`src/rtl/fmm_pkg.sv`:
```
package fmm_pkg;

    localparam int NSRC     = 6;
    localparam int SRC_VOVP = 0;
    localparam int SRC_TSD  = 1;
    localparam int SRC_OTP  = 2;
    localparam int SRC_OVP  = 3;
    localparam int SRC_SCP  = 4;
    localparam int SRC_OVLD = 5;

    typedef enum logic [2:0] {
        CAUSE_NONE = 3'd0,
        CAUSE_VOVP = 3'd1,
        CAUSE_TSD  = 3'd2,
        CAUSE_OTP  = 3'd3,
        CAUSE_OVP  = 3'd4,
        CAUSE_SCP  = 3'd5,
        CAUSE_OVLD = 3'd6
    } cause_e;

    typedef struct packed {
        logic [NSRC-1:0] act;
        cause_e          cause;
    } core_st_t;

endpackage

```
`src/rtl/fmm_sat_cnt.sv`:
```
module fmm_sat_cnt #(
    parameter int LIMIT = 16
) (
    input  logic clk,
    input  logic rst_n,
    input  logic clr,
    input  logic inc,
    output logic hit
);
    localparam int W = (LIMIT < 2) ? 1 : $clog2(LIMIT + 1);
    localparam logic [W-1:0] TOP = W'(LIMIT);

    typedef struct packed {
        logic [W-1:0] cnt;
    } cnt_st_t;

    cnt_st_t st_d, st_q;

    always_comb begin
        st_d = st_q;
        if (clr) begin
            st_d.cnt = '0;
        end else if (inc && (st_q.cnt != TOP)) begin
            st_d.cnt = st_q.cnt + W'(1);
        end
    end

    always_ff @(posedge clk or negedge rst_n) begin
        if (!rst_n) begin
            st_q <= '0;
        end else begin
            st_q <= st_d;
        end
    end

    assign hit = (st_q.cnt == TOP);


    no_overflow_chk: assert property (@(posedge clk) disable iff (!rst_n)
        st_q.cnt <= TOP);


    hold_count_chk: assert property (@(posedge clk) disable iff (!rst_n)
        (!inc && !clr) |=> $stable(st_q.cnt));

endmodule

```
`src/rtl/fmm_fault_core.sv`:
```
module fmm_fault_core
    import fmm_pkg::*;
(
    input  logic            clk,
    input  logic            rst_n,
    input  logic            ctrl_reset,
    input  logic [NSRC-1:0] req,
    input  logic [NSRC-1:0] clr_ok,
    output logic [NSRC-1:0] act,
    output cause_e          cause
);
    core_st_t st_d, st_q;
    logic     idle;

    assign idle = (st_q.act == '0);

    always_comb begin
        st_d = st_q;
        if (ctrl_reset) begin
            st_d.act   = '0;
            st_d.cause = CAUSE_NONE;
        end else begin
            st_d.act = req | (st_q.act & ~clr_ok);
            if (idle && (req != '0)) begin
                for (int i = NSRC - 1; i >= 0; i--) begin
                    if (req[i]) begin
                        st_d.cause = cause_e'(3'(i + 1));
                    end
                end
            end
        end
    end

    always_ff @(posedge clk or negedge rst_n) begin
        if (!rst_n) begin
            st_q.act   <= '0;
            st_q.cause <= CAUSE_NONE;
        end else begin
            st_q <= st_d;
        end
    end

    assign act   = st_q.act;
    assign cause = st_q.cause;


    cause_hold_chk: assert property (@(posedge clk) disable iff (!rst_n)
        (!idle && !ctrl_reset) |=> $stable(st_q.cause));


    reset_clear_chk: assert property (@(posedge clk) disable iff (!rst_n)
        ctrl_reset |=> (st_q.act == '0) && (st_q.cause == CAUSE_NONE));


    cause_valid_chk: assert property (@(posedge clk) disable iff (!rst_n)
        !idle |-> (st_q.cause != CAUSE_NONE));

endmodule

```
`src/rtl/fault_mode_mgr.sv`:
```
module fault_mode_mgr
    import fmm_pkg::*;
#(
    parameter int OVLD_LIMIT = 30000,
    parameter int VOVP_FILT  = 3000,
    parameter int AR_LEN     = 1000000
) (
    input  logic       clk,
    input  logic       rst_n,
    input  logic       ctrl_reset,
    input  logic       tsd_req,
    input  logic       tsd_clear,
    input  logic       otp_req,
    input  logic       otp_rec,
    input  logic       ovp_req,
    input  logic       scp_req,
    input  logic       ilim_term,
    input  logic       vcc_ovp_cmp,
    output logic       sw_en,
    output logic       low_pwr,
    output logic [2:0] fault_cause
);
    logic [NSRC-1:0] act;
    logic [NSRC-1:0] req;
    logic [NSRC-1:0] clr_ok;
    cause_e          cause;
    logic            in_fault;
    logic            ar_done;
    logic            ovld_hit;
    logic            vovp_hit;

    assign in_fault = (act != '0);

    fmm_sat_cnt #(.LIMIT(OVLD_LIMIT)) u_ovld (
        .clk   (clk),
        .rst_n (rst_n),
        .clr   (ctrl_reset || (in_fault && ar_done)),
        .inc   (ilim_term && !in_fault),
        .hit   (ovld_hit)
    );

    fmm_sat_cnt #(.LIMIT(VOVP_FILT)) u_vovp (
        .clk   (clk),
        .rst_n (rst_n),
        .clr   (ctrl_reset || !vcc_ovp_cmp),
        .inc   (vcc_ovp_cmp),
        .hit   (vovp_hit)
    );

    fmm_sat_cnt #(.LIMIT(AR_LEN)) u_arec (
        .clk   (clk),
        .rst_n (rst_n),
        .clr   (ctrl_reset || !in_fault),
        .inc   (1'b1),
        .hit   (ar_done)
    );

    always_comb begin
        req           = '0;
        req[SRC_VOVP] = vovp_hit;
        req[SRC_TSD]  = tsd_req;
        req[SRC_OTP]  = otp_req;
        req[SRC_OVP]  = ovp_req;
        req[SRC_SCP]  = scp_req;
        req[SRC_OVLD] = ovld_hit && !in_fault;

        clr_ok           = '0;
        clr_ok[SRC_VOVP] = 1'b0;
        clr_ok[SRC_TSD]  = tsd_clear && !tsd_req;
        clr_ok[SRC_OTP]  = ar_done && otp_rec && !otp_req;
        clr_ok[SRC_OVP]  = ar_done && !ovp_req;
        clr_ok[SRC_SCP]  = ar_done;
        clr_ok[SRC_OVLD] = ar_done;
    end

    fmm_fault_core u_core (
        .clk        (clk),
        .rst_n      (rst_n),
        .ctrl_reset (ctrl_reset),
        .req        (req),
        .clr_ok     (clr_ok),
        .act        (act),
        .cause      (cause)
    );

    assign sw_en       = !in_fault;
    assign low_pwr     = in_fault;
    assign fault_cause = cause;


    vovp_latched_chk: assert property (@(posedge clk) disable iff (!rst_n)
        (act[SRC_VOVP] && !ctrl_reset) |=> act[SRC_VOVP]);


    ar_no_restart_chk: assert property (@(posedge clk) disable iff (!rst_n)
        (in_fault && ar_done && !ctrl_reset) |=> ar_done);


    exit_cause_chk: assert property (@(posedge clk) disable iff (!rst_n)
        $fell(in_fault) |-> ($past(ar_done) || $past(tsd_clear) || $past(ctrl_reset)));


    vovp_filter_chk: assert property (@(posedge clk) disable iff (!rst_n)
        vovp_hit |-> $past(vcc_ovp_cmp));


    no_switch_in_fault_chk: assert property (@(posedge clk) disable iff (!rst_n)
        (in_fault && !ctrl_reset && !ar_done && !tsd_clear) |=> !sw_en && low_pwr);

endmodule

```
`config.mk`:
```
export PLATFORM = sky130hd
export DESIGN_NAME = fault_mode_mgr
export DESIGN_NICKNAME = d
export VERILOG_FILES = /design/src/rtl/fmm_pkg.sv /design/src/rtl/fmm_sat_cnt.sv /design/src/rtl/fmm_fault_core.sv /design/src/rtl/fault_mode_mgr.sv
export SDC_FILE = /design/constraint.sdc
export NUM_CORES = 1
export LEC_CHECK = 0
export BUFFER_PORTS_ARGS = -buffer_cell sky130_fd_sc_hd__buf_2
export CAP_MARGIN = 20
export CORE_UTILIZATION = 65
export DETAILED_ROUTE_END_ITERATION = 8
export PLACE_DENSITY = 0.81
export SETUP_SLACK_MARGIN = 0.02
export SLEW_MARGIN = 40
export SYNTH_ARGS = -nofsm -noshare
export SYNTH_HDL_FRONTEND = slang
export SYNTH_SLANG_ARGS = --single-unit
export TNS_END_PERCENT = 20
```
`constraint.sdc`:
```
create_clock -name clk -period 5.31 [get_ports clk]
set_clock_uncertainty 0.15 [all_clocks]
set_input_delay 0.531 -clock clk [delete_from_list [all_inputs] [get_ports clk]]
set_output_delay 0.531 -clock clk [all_outputs]
set_load 0.02 [all_outputs]
```
; Word-level counts from Yosys, hierarchy flattened
; Index checks and enable logic that the tools add are counted.
[word_totals]
regBits = 56
latch_bits = 0
ram_bits = 0
rom_bits = 0
input_bits = 11
output_inout_bits = 5
elab_cells = 58
memories = 0
[classes]
addsub = 3
n_mul = 0
n_div = 0
order_cmp = 0
n_eq_ne = 6
shifts = 0
n_mux = 14
bitwise_logic = 3
reduce_logical = 27
[op_table]
columns = op, count
row1 = 2-to-1 mux 20 bit, 2
row2 = 2-to-1 mux 15 bit, 2
row3 = 2-to-1 mux 12 bit, 2
row4 = 2-to-1 mux 3 bit, 7
row5 = "adder 20 x 1 -> 20 bit, second input constant", 1
row6 = "== test 20 bit, second input constant", 1
row7 = "inequality test 20 bit, second input constant", 1
row8 = "adder 15 x 1 -> 15 bit, second input constant", 1
row9 = "== test 15 bit, second input constant", 1
row10 = "inequality test 15 bit, second input constant", 1
row11 = "adder 12 x 1 -> 12 bit, second input constant", 1
row12 = "== test 12 bit, second input constant", 1
row13 = "inequality test 12 bit, second input constant", 1
row14 = nonzero test 6 bit, 2
row15 = logical AND 1 bit, 10
row16 = 2-to-1 mux 9 bit, 1
row17 = nonzero test 2 bit, 4
row18 = nonzero test 7 bit, 1
row19 = bitwise AND 6 bit, 1
row20 = logical NOT 6 bit, 1
row21 = inverter 6 bit, 1
row22 = OR 6 bit, 1
row23 = logical NOT 1 bit, 5
row24 = logical OR 1 bit, 3
row25 = AND reduction 2 bit, 1

; Longest topological paths before layout
; Gate-level depths: netlist of the first run.
[logic_depth]
depth_word = 11
ltp_mapped = 7
ltp_nobuf = 6

; Hierarchy
; A second synthesis of the first run with hierarchy kept.
[hier_totals]
hier_cells = 353
area_unflattened_um2 = 3286.9
[modules_own_cells]
columns = mod, instances, cells_per_inst, area_each_um2, seq_area_each_um2
row1 = fmm_sat_cnt at u_arec, 1, 138, 1251.2, 500.5
row2 = fmm_sat_cnt at u_ovld, 1, 80, 825.8, 375.4
row3 = fmm_sat_cnt at u_vovp, 1, 67, 653.1, 300.3
row4 = fmm_fault_core, 1, 51, 456.7, 225.2
row5 = fault_mode_mgr, 1, 17, 100.1, 0.0

; Least setup slack after synthesis of the first run
; No wires, ideal clock.
[synth_path]
path_type = flip-flop to flip-flop
startpoint = register u_core.act[2] (netlist name)
endpoint = register u_ovld.st_q[5] (netlist bit)
setup_time_ns = 0.133
arrival_ns = 1.996
required_ns = 5.027
slack_ns = 3.030
stages_incl_launch_ff = 7
path_buffers = 1
period_less_slack_ns = 2.280
cell_sequence = dfrtp_1 > nor4_1 > nand2_1 > clkinv_1 > o31ai_1 > clkbuf_1 > nor2_1
[synth_between]
elab_chain_cells = 5
elab_cells_between_ends = 8
classes_between = 1 x mux / 7 x reduce/logical
[synth_rtl]
columns = element, line
row1 = nonzero test 6 bit, fault_mode_mgr.sv:32  ; assign in_fault = (act != '0);
row2 = named net low_pwr, fault_mode_mgr.sv:20  ; output logic low_pwr,
row3 = logical NOT 1 bit, --
row4 = named net sw_en, fault_mode_mgr.sv:19  ; output logic sw_en,
row5 = logical AND 1 bit, fault_mode_mgr.sv:38  ; .inc (ilim_term && !in_fault),
row6 = logical AND 1 bit, fmm_sat_cnt.sv:23  ; end else if (inc && (st_q.cnt != TOP)) begin
row7 = nonzero test 2 bit (no line), --
row8 = "end signal, assigned", fmm_sat_cnt.sv:32  ; st_q <= st_d;
row9 = "end, declared", fmm_sat_cnt.sv:17  ; cnt_st_t st_d, st_q;
; The timed path passes the listed nets, and every way through them passes these cells.
; A chain may end at the register's enable or synchronous reset.

; Worst setup path in the final report of the first run
[layout_path]
startpoint = register u_core.act[4] (netlist name)
endpoint = output port sw_en
[layout_between]
elab_chain_cells = 2
[layout_rtl]
columns = element, line
row1 = nonzero test 6 bit, fault_mode_mgr.sv:32
row2 = logical NOT 1 bit, fault_mode_mgr.sv:86  ; assign sw_en = !in_fault;
row3 = "end, declared", fault_mode_mgr.sv:19
; No other way between the ends.

==> impl_metrics.sql, run 1 <==
INSERT INTO impl_metrics (metric_group, metric, value, unit) VALUES
('clocking', 'cts_resized', '0', ''),
('grt', 'global_route_wire_length_before_repair', '10800', 'microns'),
('pwr', 'vdd.ir_drop.worst', '0.000124', 'V'),
('synthesis', 'number_of_cells_produced_by_synthesis', '329', ''),
('synthesis', 'ys_ff_latch', '56', ''),
('clocking', 'cts_buffers', '5', ''),
('synthesis', 'post_synth_instance_area', '0.00301', 'sq mm'),
('timing', 'achievable-frequency', '0.357', 'GHz'),
('pwr', 'totalPowerFinal', '0.719', 'mW'),
('outcome', 'run_status', 'completed', ''),
('pwr', 'power.static_leakage', '1.26', 'nW'),
('die', 'floorplan.die.height', '70.0', 'microns'),
('place', 'dp.final_hpwl', '4250', 'microns'),
('synthesis', 'synth_area_per_cell', '9.13', 'sq um'),
('synthesis', 'post-synth-top-area-fraction', '0.466', ''),
('grt', 'grt.met2_usage', '0.450', ''),
('synthesis', 'synth.area.top_cells', 'sky130_fd_sc_hd__dfrtp_1, sky130_fd_sc_hd__a21oi_1, sky130_fd_sc_hd__o21ai_0, sky130_fd_sc_hd__nand3_1, sky130_fd_sc_hd__or4_1', ''),
('critical_path', 'worstPathArrival', '2.12', 'ns'),
('clocking', 'tritoncts_num_sinks', '56', ''),
('detailed_routing', 'vias', '2541', ''),
('timing', 'timing.final.max_slew_violations', '0', ''),
('critical_path', 'crit_fanout', '10', ''),
('clocking', 'cts_root_buf', 'sky130_fd_sc_hd__clkbuf_8', ''),
('clocking', 'clkTransAtPathRegs', '0.10', 'ns'),
('grt', 'gr-total-overflow', '0', ''),
('critical_path', 'end_kind', 'output port', ''),
('layout', 'mostFrequentLayoutCells', 'sky130_fd_sc_hd__dfrtp_1, sky130_fd_sc_hd__a21oi_1, sky130_fd_sc_hd__nor2_1, sky130_fd_sc_hd__o21ai_0', ''),
('synthesis', 'synthesis.yosys.warnings', '0', ''),
('critical_path', 'criticalPathCategory', 'reg2out', ''),
('pwr', 'power_density', '224', 'mW/mm^2'),
('grt', 'gr-max-usage-layer', 'met2', ''),
('die', 'die_area', '0.00490', 'sq mm'),
('clocking', 'insertion_delay', '0.31', 'ns'),
('layout', 'commonest_non_fill_non_tap_cell_in_the_layout', 'sky130_fd_sc_hd__dfrtp_1', ''),
('layout', 'layout-drive-gt1-share', '0.0843', ''),
('clocking', 'htree_levels', '2', ''),
('detailed_routing', 'post-route-drc-count', '0', ''),
('timing', 'number_of_failing_hold_endpoints_at_the_final_stage', '0', ''),
('detailed_routing', 'routed_wl', '6100', 'microns'),
('layout', 'final_net_count', '361', ''),
('timing', 'setup_repair_after_global_routing_missed_its_margin', 'no', ''),
('die', 'floorplan.io_pins', '16', ''),
('grt', 'globalRouteMet1Util', '0.357', ''),
('grt', 'grtUsageTotal', '0.273', ''),
('detailed_routing', 'dr.pass1.iters', '4', ''),
('grt', 'number_of_antenna_violations_at_the_first_check_in_global_routing', '0', ''),
('die', 'initial_core_util', '0.686', ''),
('critical_path', 'critical_path.startpoint', 'u_core.act[4]', ''),
('detailed_routing', 'avgViaCountPerCell', '6.42', ''),
('timing', 'slew_headroom', '0.481', ''),
('timing', 'period_share', '0.527', ''),
('grt', 'grt_pass1_vias', '2439', ''),
('die', 'row_count', '24', ''),
('grt', 'met3_usage', '0.0476', ''),
('clocking', 'cts_setup_buffers', '0', ''),
('critical_path', 'worst_path_max_delay_cell', 'sky130_fd_sc_hd__nor4_1', ''),
('detailed_routing', 'final_ant_viol_nets', '0', ''),
('flow_run', 'maxCapViolCount', '0', ''),
('clocking', 'cts_buffer_depth', '2', ''),
('grt', 'grt_start_max_net_pins', '57', ''),
('detailed_routing', 'drt-initial-drc-count', '174', ''),
('layout', 'fin_cells', '396', ''),
('layout', 'area_growth_syn_to_layout', '6.58', '%'),
('clocking', 'hold_buffers', '0', ''),
('place', 'number_of_i_o_port_buffers', '15', ''),
('synthesis', 'synth_nets', '346', ''),
('place', 'total_instance_count_after_detailed_placement', '389', ''),
('critical_path', 'critical_path.n_buffers_inverters', '2', ''),
('critical_path', 'timing.critical_path.cells', 'nor4_1 -> nand2_1 -> clkinv_1 -> buf_2', ''),
('synthesis', 'yosys.area.top_type', 'sky130_fd_sc_hd__dfrtp_1', ''),
('die', 'fp.coreArea', '0.00438', 'sq mm');
-- worst paths after layout --
kind | endpoint | slack (ns) | depth (start not counted)
min reg2reg | u_core.cause[2] | 0.40 | 2
max reg2reg | u_core.cause[0] | 2.86 | 4
min in group clk | u_core.act[0] | 0.35 | 2
min | u_ovld.st_q[8] | 0.19 | 2
max in group asynchronous | u_core.act[4] | 4.35 | 2
max | sw_en | 2.51 | 4
-- where the power goes --
group / leakage (nW) / internal, mW / switching, mW
combinational: 0.450 / 0.0180 / 0.0410
sequential: 0.772 / 0.433 / 0.00644
clock: 0.0410 / 0.0901 / 0.131
total: 1.26 / 0.541 / 0.178
-- cell families after synthesis --
kind of cell	share of synthesized area
mux	0.00666
simple gates	0.264
xor+xnor	0.0466
flops	0.466
compound gates	0.155
fa+ha+maj	0.0250
buf+inv	0.0366
-- worst register-to-register path: stages, from the launching register on --
cell	delay, ns
sky130_fd_sc_hd__dfrtp_1	0.43
sky130_fd_sc_hd__or4b_2	0.71
sky130_fd_sc_hd__nor4_2	0.60
sky130_fd_sc_hd__a21boi_0	0.20
sky130_fd_sc_hd__o221a_2	0.26
-- area by class of cell --
type | instances | area, sq um | share of cell area
repair buffers | 17 | 90.1 | 0.0281
multi-input cells | 244 | 1490 | 0.466
clock inverters | 1 | 5.00 | 0.00156
inverters | 20 | 75.1 | 0.0234
flip-flops and latches | 56 | 1400 | 0.437
clock buffers | 6 | 72.6 | 0.0227
well taps | 52 | 65.1 | 0.0203
-- cells in the mapped netlist, drive strengths merged --
master and count:
dfrtp 56, a21oi 36, nor2 23, o21ai 23
nand2 21, nand3 21, inv 19, or4 14
or3 13, o31ai 11, nand4 9, clkbuf 8
nor3 8, xnor2 8, xor2 8, ha 6
and3 5, and4 5, nor4 5, nor4b 5
o21a 3, a211oi 2, a31oi 2, and2 2
mux2i 2, nand2b 2, o211ai 2, a21boi 1
buf 1, clkinv 1, nand3b 1, nand4b 1
nand4bb 1, o221a 1, or2 1, or4b 1
or4bb 1
-- registers in the layout, indices dropped and copies added, names as in the netlist --
name	count
u_arec.st_q	20
u_ovld.st_q	15
u_vovp.st_q	12
u_core.act	6
u_core.cause	3
-- layer usage --
layer,vias up,part of all wire
li1,1242,-
met5,-,0
met2,41,0.49
met1,1244,0.46
met3,14,0.029
met4,0,0.023
-- metrics by stage --
stage / setup slack [ns] / cell area [sq um] / hold WS (ns) / util
finish: 2.51 / 3200 / 0.186 / 0.731
global route: 2.28 / 3200 / 0.270 / 0.731
CTS: 2.54 / 3200 / 0.222 / 0.731
detailed placement: 2.88 / 3130 / 0.385 / 0.713
global placement: 2.93 / 3130 / 0.371 / 0.713
floorplan: 3.03 / 3010 / 0.0854 / -
Note: power is estimated with default switching activity, not from simulation.
==> run 2, diff against run 1 <==
Settings changed: ABC_AREA from default to 1, CORE_UTILIZATION 65 to 62, PLACE_DENSITY 0.81 to 0.77.
Clock period 5.31 ns to 2.7 ns, I/O delays scaled along.
==> impl_metrics.sql, run 2 <==
INSERT INTO impl_metrics (metric_group, metric, value, unit) VALUES
('outcome', 'run_status', 'completed', ''),
('layout', 'diodes', '0', ''),
('place', 'total_instance_count_after_detailed_placement', '578', ''),
('critical_path', 'crit_path_frequent_cell', 'sky130_fd_sc_hd__nor2_1', ''),
('worst_hold_path', 'timing.hold.worst.class', 'in2reg', ''),
('timing', 'achievable-frequency', '0.520', 'GHz'),
('pwr', 'pwr-share-seq', '0.573', ''),
('synthesis', 'number_of_cells_produced_by_synthesis', '500', ''),
('pwr', 'vdd.ir_drop.worst', '0.000345', 'V'),
('detailed_routing', 'dr.pass1.iters', '5', ''),
('synthesis', 'synthesis.yosys.warnings', '0', ''),
('critical_path', 'criticalPathCategory', 'reg2reg', ''),
('layout', 'utilization', '0.679', ''),
('clocking', 'clkTransAtPathRegs', '0.09', 'ns'),
('pwr', 'net-switching-power', '0.414', 'mW'),
('critical_path', 'crit_fanout', '25', ''),
('pwr', 'share_comb_of_total_power', '0.122', ''),
('grt', 'gr-total-overflow', '0', ''),
('pwr', 'clock_power_share', '0.305', ''),
('clocking', 'insertion_delay', '0.31', 'ns'),
('pwr', 'intPower', '1.14', 'mW'),
('pwr', 'power_density', '415', 'mW/mm^2'),
('place', 'dp.final_hpwl', '5520', 'microns'),
('grt', 'grtUsageTotal', '0.282', ''),
('detailed_routing', 'drt-initial-drc-count', '291', ''),
('critical_path', 'worstPathArrival', '2.02', 'ns'),
('detailed_routing', 'avgViaCountPerCell', '5.55', ''),
('synthesis', 'async_reset_ff_frac', '1.00', ''),
('pwr', 'totalPowerFinal', '1.55', 'mW'),
('timing', 'setup_tns', '0', 'ns'),
('synthesis', 'yosys.area.top_type', 'sky130_fd_sc_hd__dfrtp_1', ''),
('synthesis', 'synth.cells.most_frequent', 'sky130_fd_sc_hd__nand2_1, sky130_fd_sc_hd__nor2_1, sky130_fd_sc_hd__inv_1, sky130_fd_sc_hd__dfrtp_1, sky130_fd_sc_hd__nand4_1', ''),
('layout', 'ff_latch_area', '0.00140', 'sq mm'),
('clocking', 'cts_buffer_depth', '2', ''),
('clocking', 'cts_root_buf', 'sky130_fd_sc_hd__clkbuf_8', ''),
('layout', 'regMostFlops', 'u_arec.st_q', ''),
('timing', 'timing.final.crit_period', '1.92', 'ns'),
('clocking', 'cts_buffers', '5', ''),
('grt', 'number_of_antenna_violations_at_the_first_check_in_global_routing', '0', ''),
('flow_run', 'maxCapViolCount', '0', ''),
('clocking', 'tritoncts_num_sinks', '56', ''),
('synthesis', 'yosys_most_used_dff', 'sky130_fd_sc_hd__dfrtp_1', ''),
('layout', 'nFillCells', '454', ''),
('critical_path', 'end_kind', 'flip-flop', ''),
('die', 'floorplan.die.height', '77.5', 'microns'),
('layout', 'biggestRegsByFlops', 'u_arec.st_q: 20 flops, u_ovld.st_q: 15 flops, u_vovp.st_q: 12 flops', ''),
('die', 'die_area', '0.00601', 'sq mm'),
('clocking', 'cts_tree', 'built', ''),
('die', 'chipWidth', '77.5', 'microns'),
('clocking', 'cts_resized', '0', ''),
('critical_path', 'timing.critical_path.cells', 'inv_1 -> ha_1 -> nand4_1 -> nor2_2 -> nand4_4 -> nor2_1 -> nor2_1 -> nor2_1', ''),
('die', 'floorplan.io_pins', '16', ''),
('layout', 'largest_reg_flops', '20', ''),
('synthesis', 'post-synth-top-area-fraction', '0.396', ''),
('timing', 'period_share', '0.713', ''),
('die', 'fp.coreArea', '0.00551', 'sq mm'),
('clocking', 'htree_levels', '2', ''),
('layout', 'mostFrequentLayoutCells', 'sky130_fd_sc_hd__nand2_1, sky130_fd_sc_hd__nor2_1, sky130_fd_sc_hd__inv_1', ''),
('critical_path', 'worstSetupStartpointType', 'flip-flop', ''),
('detailed_routing', 'routed_wl', '7700', 'microns'),
('critical_path', 'critPathRequiredTime', '2.80', 'ns'),
('place', 'gp_congestion', '0.866', ''),
('die', 'initial_core_util', '0.642', ''),
('pwr', 'power.share.switching', '0.267', ''),
('timing', 'setup_repair_after_global_routing_missed_its_margin', 'no', ''),
('synthesis', 'synth_area_per_cell', '7.07', 'sq um'),
('synthesis', 'number_of_synthesized_flops_with_an_enable_pin', '0', ''),
('grt', 'grt_pass1_vias', '3029', ''),
('layout', 'area_growth_syn_to_layout', '5.81', '%'),
('grt', 'grt_start_max_net_pins', '57', ''),
('layout', 'multi_input_comb_area', '0.00180', 'sq mm'),
('pwr', 'power.static_leakage', '1.82', 'nW'),
('timing', 'worst_slew_pin_slew', '0.699', 'ns'),
('critical_path', 'max_stage_delay', '0.42', 'ns'),
('timing', 'number_of_failing_hold_endpoints_at_the_final_stage', '0', ''),
('grt', 'global_route_wire_length_before_repair', '13400', 'microns'),
('layout', 'commonest_non_fill_non_tap_cell_in_the_layout', 'sky130_fd_sc_hd__nand2_1', ''),
('detailed_routing', 'vias', '3260', ''),
('timing', 'timing.final.max_slew_violations', '0', ''),
('synthesis', 'ys_ff_latch', '56', ''),
('timing', 'slew_headroom', '0.534', ''),
('layout', 'final_net_count', '531', ''),
('synthesis', 'post_synth_instance_area', '0.00353', 'sq mm'),
('detailed_routing', 'post-route-drc-count', '0', ''),
('synthesis', 'post_synth_num_cell_types', '34', ''),
('synthesis', 'synth_nets', '517', ''),
('timing', 'setup_viol', '0', ''),
('critical_path', 'worst_path_max_delay_cell', 'sky130_fd_sc_hd__dfrtp_1', ''),
('die', 'row_count', '27', ''),
('detailed_routing', 'final_ant_viol_nets', '0', ''),
('synthesis', 'ys_seq_area_frac', '0.396', ''),
('detailed_routing', 'routedWlPerCell', '13.1', 'microns'),
('place', 'number_of_i_o_port_buffers', '15', ''),
('synthesis', 'yosys.cell_count.top_type', 'sky130_fd_sc_hd__nand2_1', ''),
('layout', 'layout-drive-gt1-share', '0.0990', ''),
('layout', 'fin_cells', '587', ''),
('synthesis', 'synth.area.top_cells', 'sky130_fd_sc_hd__dfrtp_1, sky130_fd_sc_hd__nand2_1, sky130_fd_sc_hd__nor2_1, sky130_fd_sc_hd__nand4_1, sky130_fd_sc_hd__inv_1', '');
[run 2: cell count changes after synthesis, sizes merged, moves of 15 or more]
cell,delta
a21oi,-15
nand3,+17
nand2,+107
inv,+49
nor2,+57
nand4,+31
[run 2: through the flow]
stage	worst slack, ns	cell area (sq um)	hold WS, ns
after floorplan	1.11	3530	-0.176
after global placement	0.873	3640	0.293
after detailed placement	0.797	3640	0.300
after CTS	0.771	3740	0.0663
after global routing	0.596	3740	0.0548
final	0.776	3740	0.0711
[run 2: cell families (layout without fill, tap and decap cells)]
group | count (synthesis) | count (layout) | share of synthesized area
buf+inv | 80 | 95 | 0.0938
flops | 56 | 56 | 0.396
simple gates | 307 | 307 | 0.406
fa+ha+maj | 6 | 6 | 0.0212
xor+xnor | 8 | 8 | 0.0198
compound gates | 43 | 43 | 0.0623
[run 2: final timing paths]
check,to,cells after the start,slack [ns],from
max in group asynchronous,u_vovp.st_q[2],3,1.46,rst_n
min reg2reg,u_vovp.st_q[6],1,0.35,u_vovp.st_q[6]
min in group asynchronous,u_arec.st_q[10],3,0.47,rst_n
max reg2reg,u_arec.st_q[0],8,0.78,u_arec.st_q[0]
max,u_arec.st_q[0],8,0.78,u_arec.st_q[0]
min,u_core.act[1],4,0.07,tsd_clear
[run 2: power groups by stage]
stage	Combinational, mW	Sequential [mW]	Clock [mW]
after global placement	0.179	0.904	0
after detailed placement	0.187	0.906	0
final	0.189	0.890	0.473
after floorplan	0.124	0.906	0
after global routing	0.212	0.894	0.513
after CTS	0.189	0.889	0.490
[run 2: final cells by class]
type | count | area share
multi-input combinational | 364 | 0.482
sequential | 56 | 0.375
timing repair buffer | 17 | 0.0248
tap | 72 | 0.0241
clock buffer | 8 | 0.0241
inverter | 70 | 0.0706
[run 2: what timing repair did]
item	in CTS	in global routing
hold buffers	1	0
setup buffers	0	0
hold endpoints to repair	56	0
[run 2: critical path, delay by kind of cell (launching register included)]
kind / cells / cell delay, ns
and+or+nand+nor: 6 / 1.04
buffers and inverters: 1 / 0.09
adders and majority gates: 1 / 0.16
DFF: 1 / 0.42
[run 2: metal layers]
| layer | track usage | part of all wire | vias to the layer above |
|---|---|---|---|
| li1 | - | - | 1647 |
| met5 | 0 | 0 | - |
| met2 | 0.452 | 0.46 | 79 |
| met1 | 0.385 | 0.47 | 1524 |
| met4 | 0.102 | 0.014 | 0 |
| met3 | 0.0447 | 0.046 | 10 |
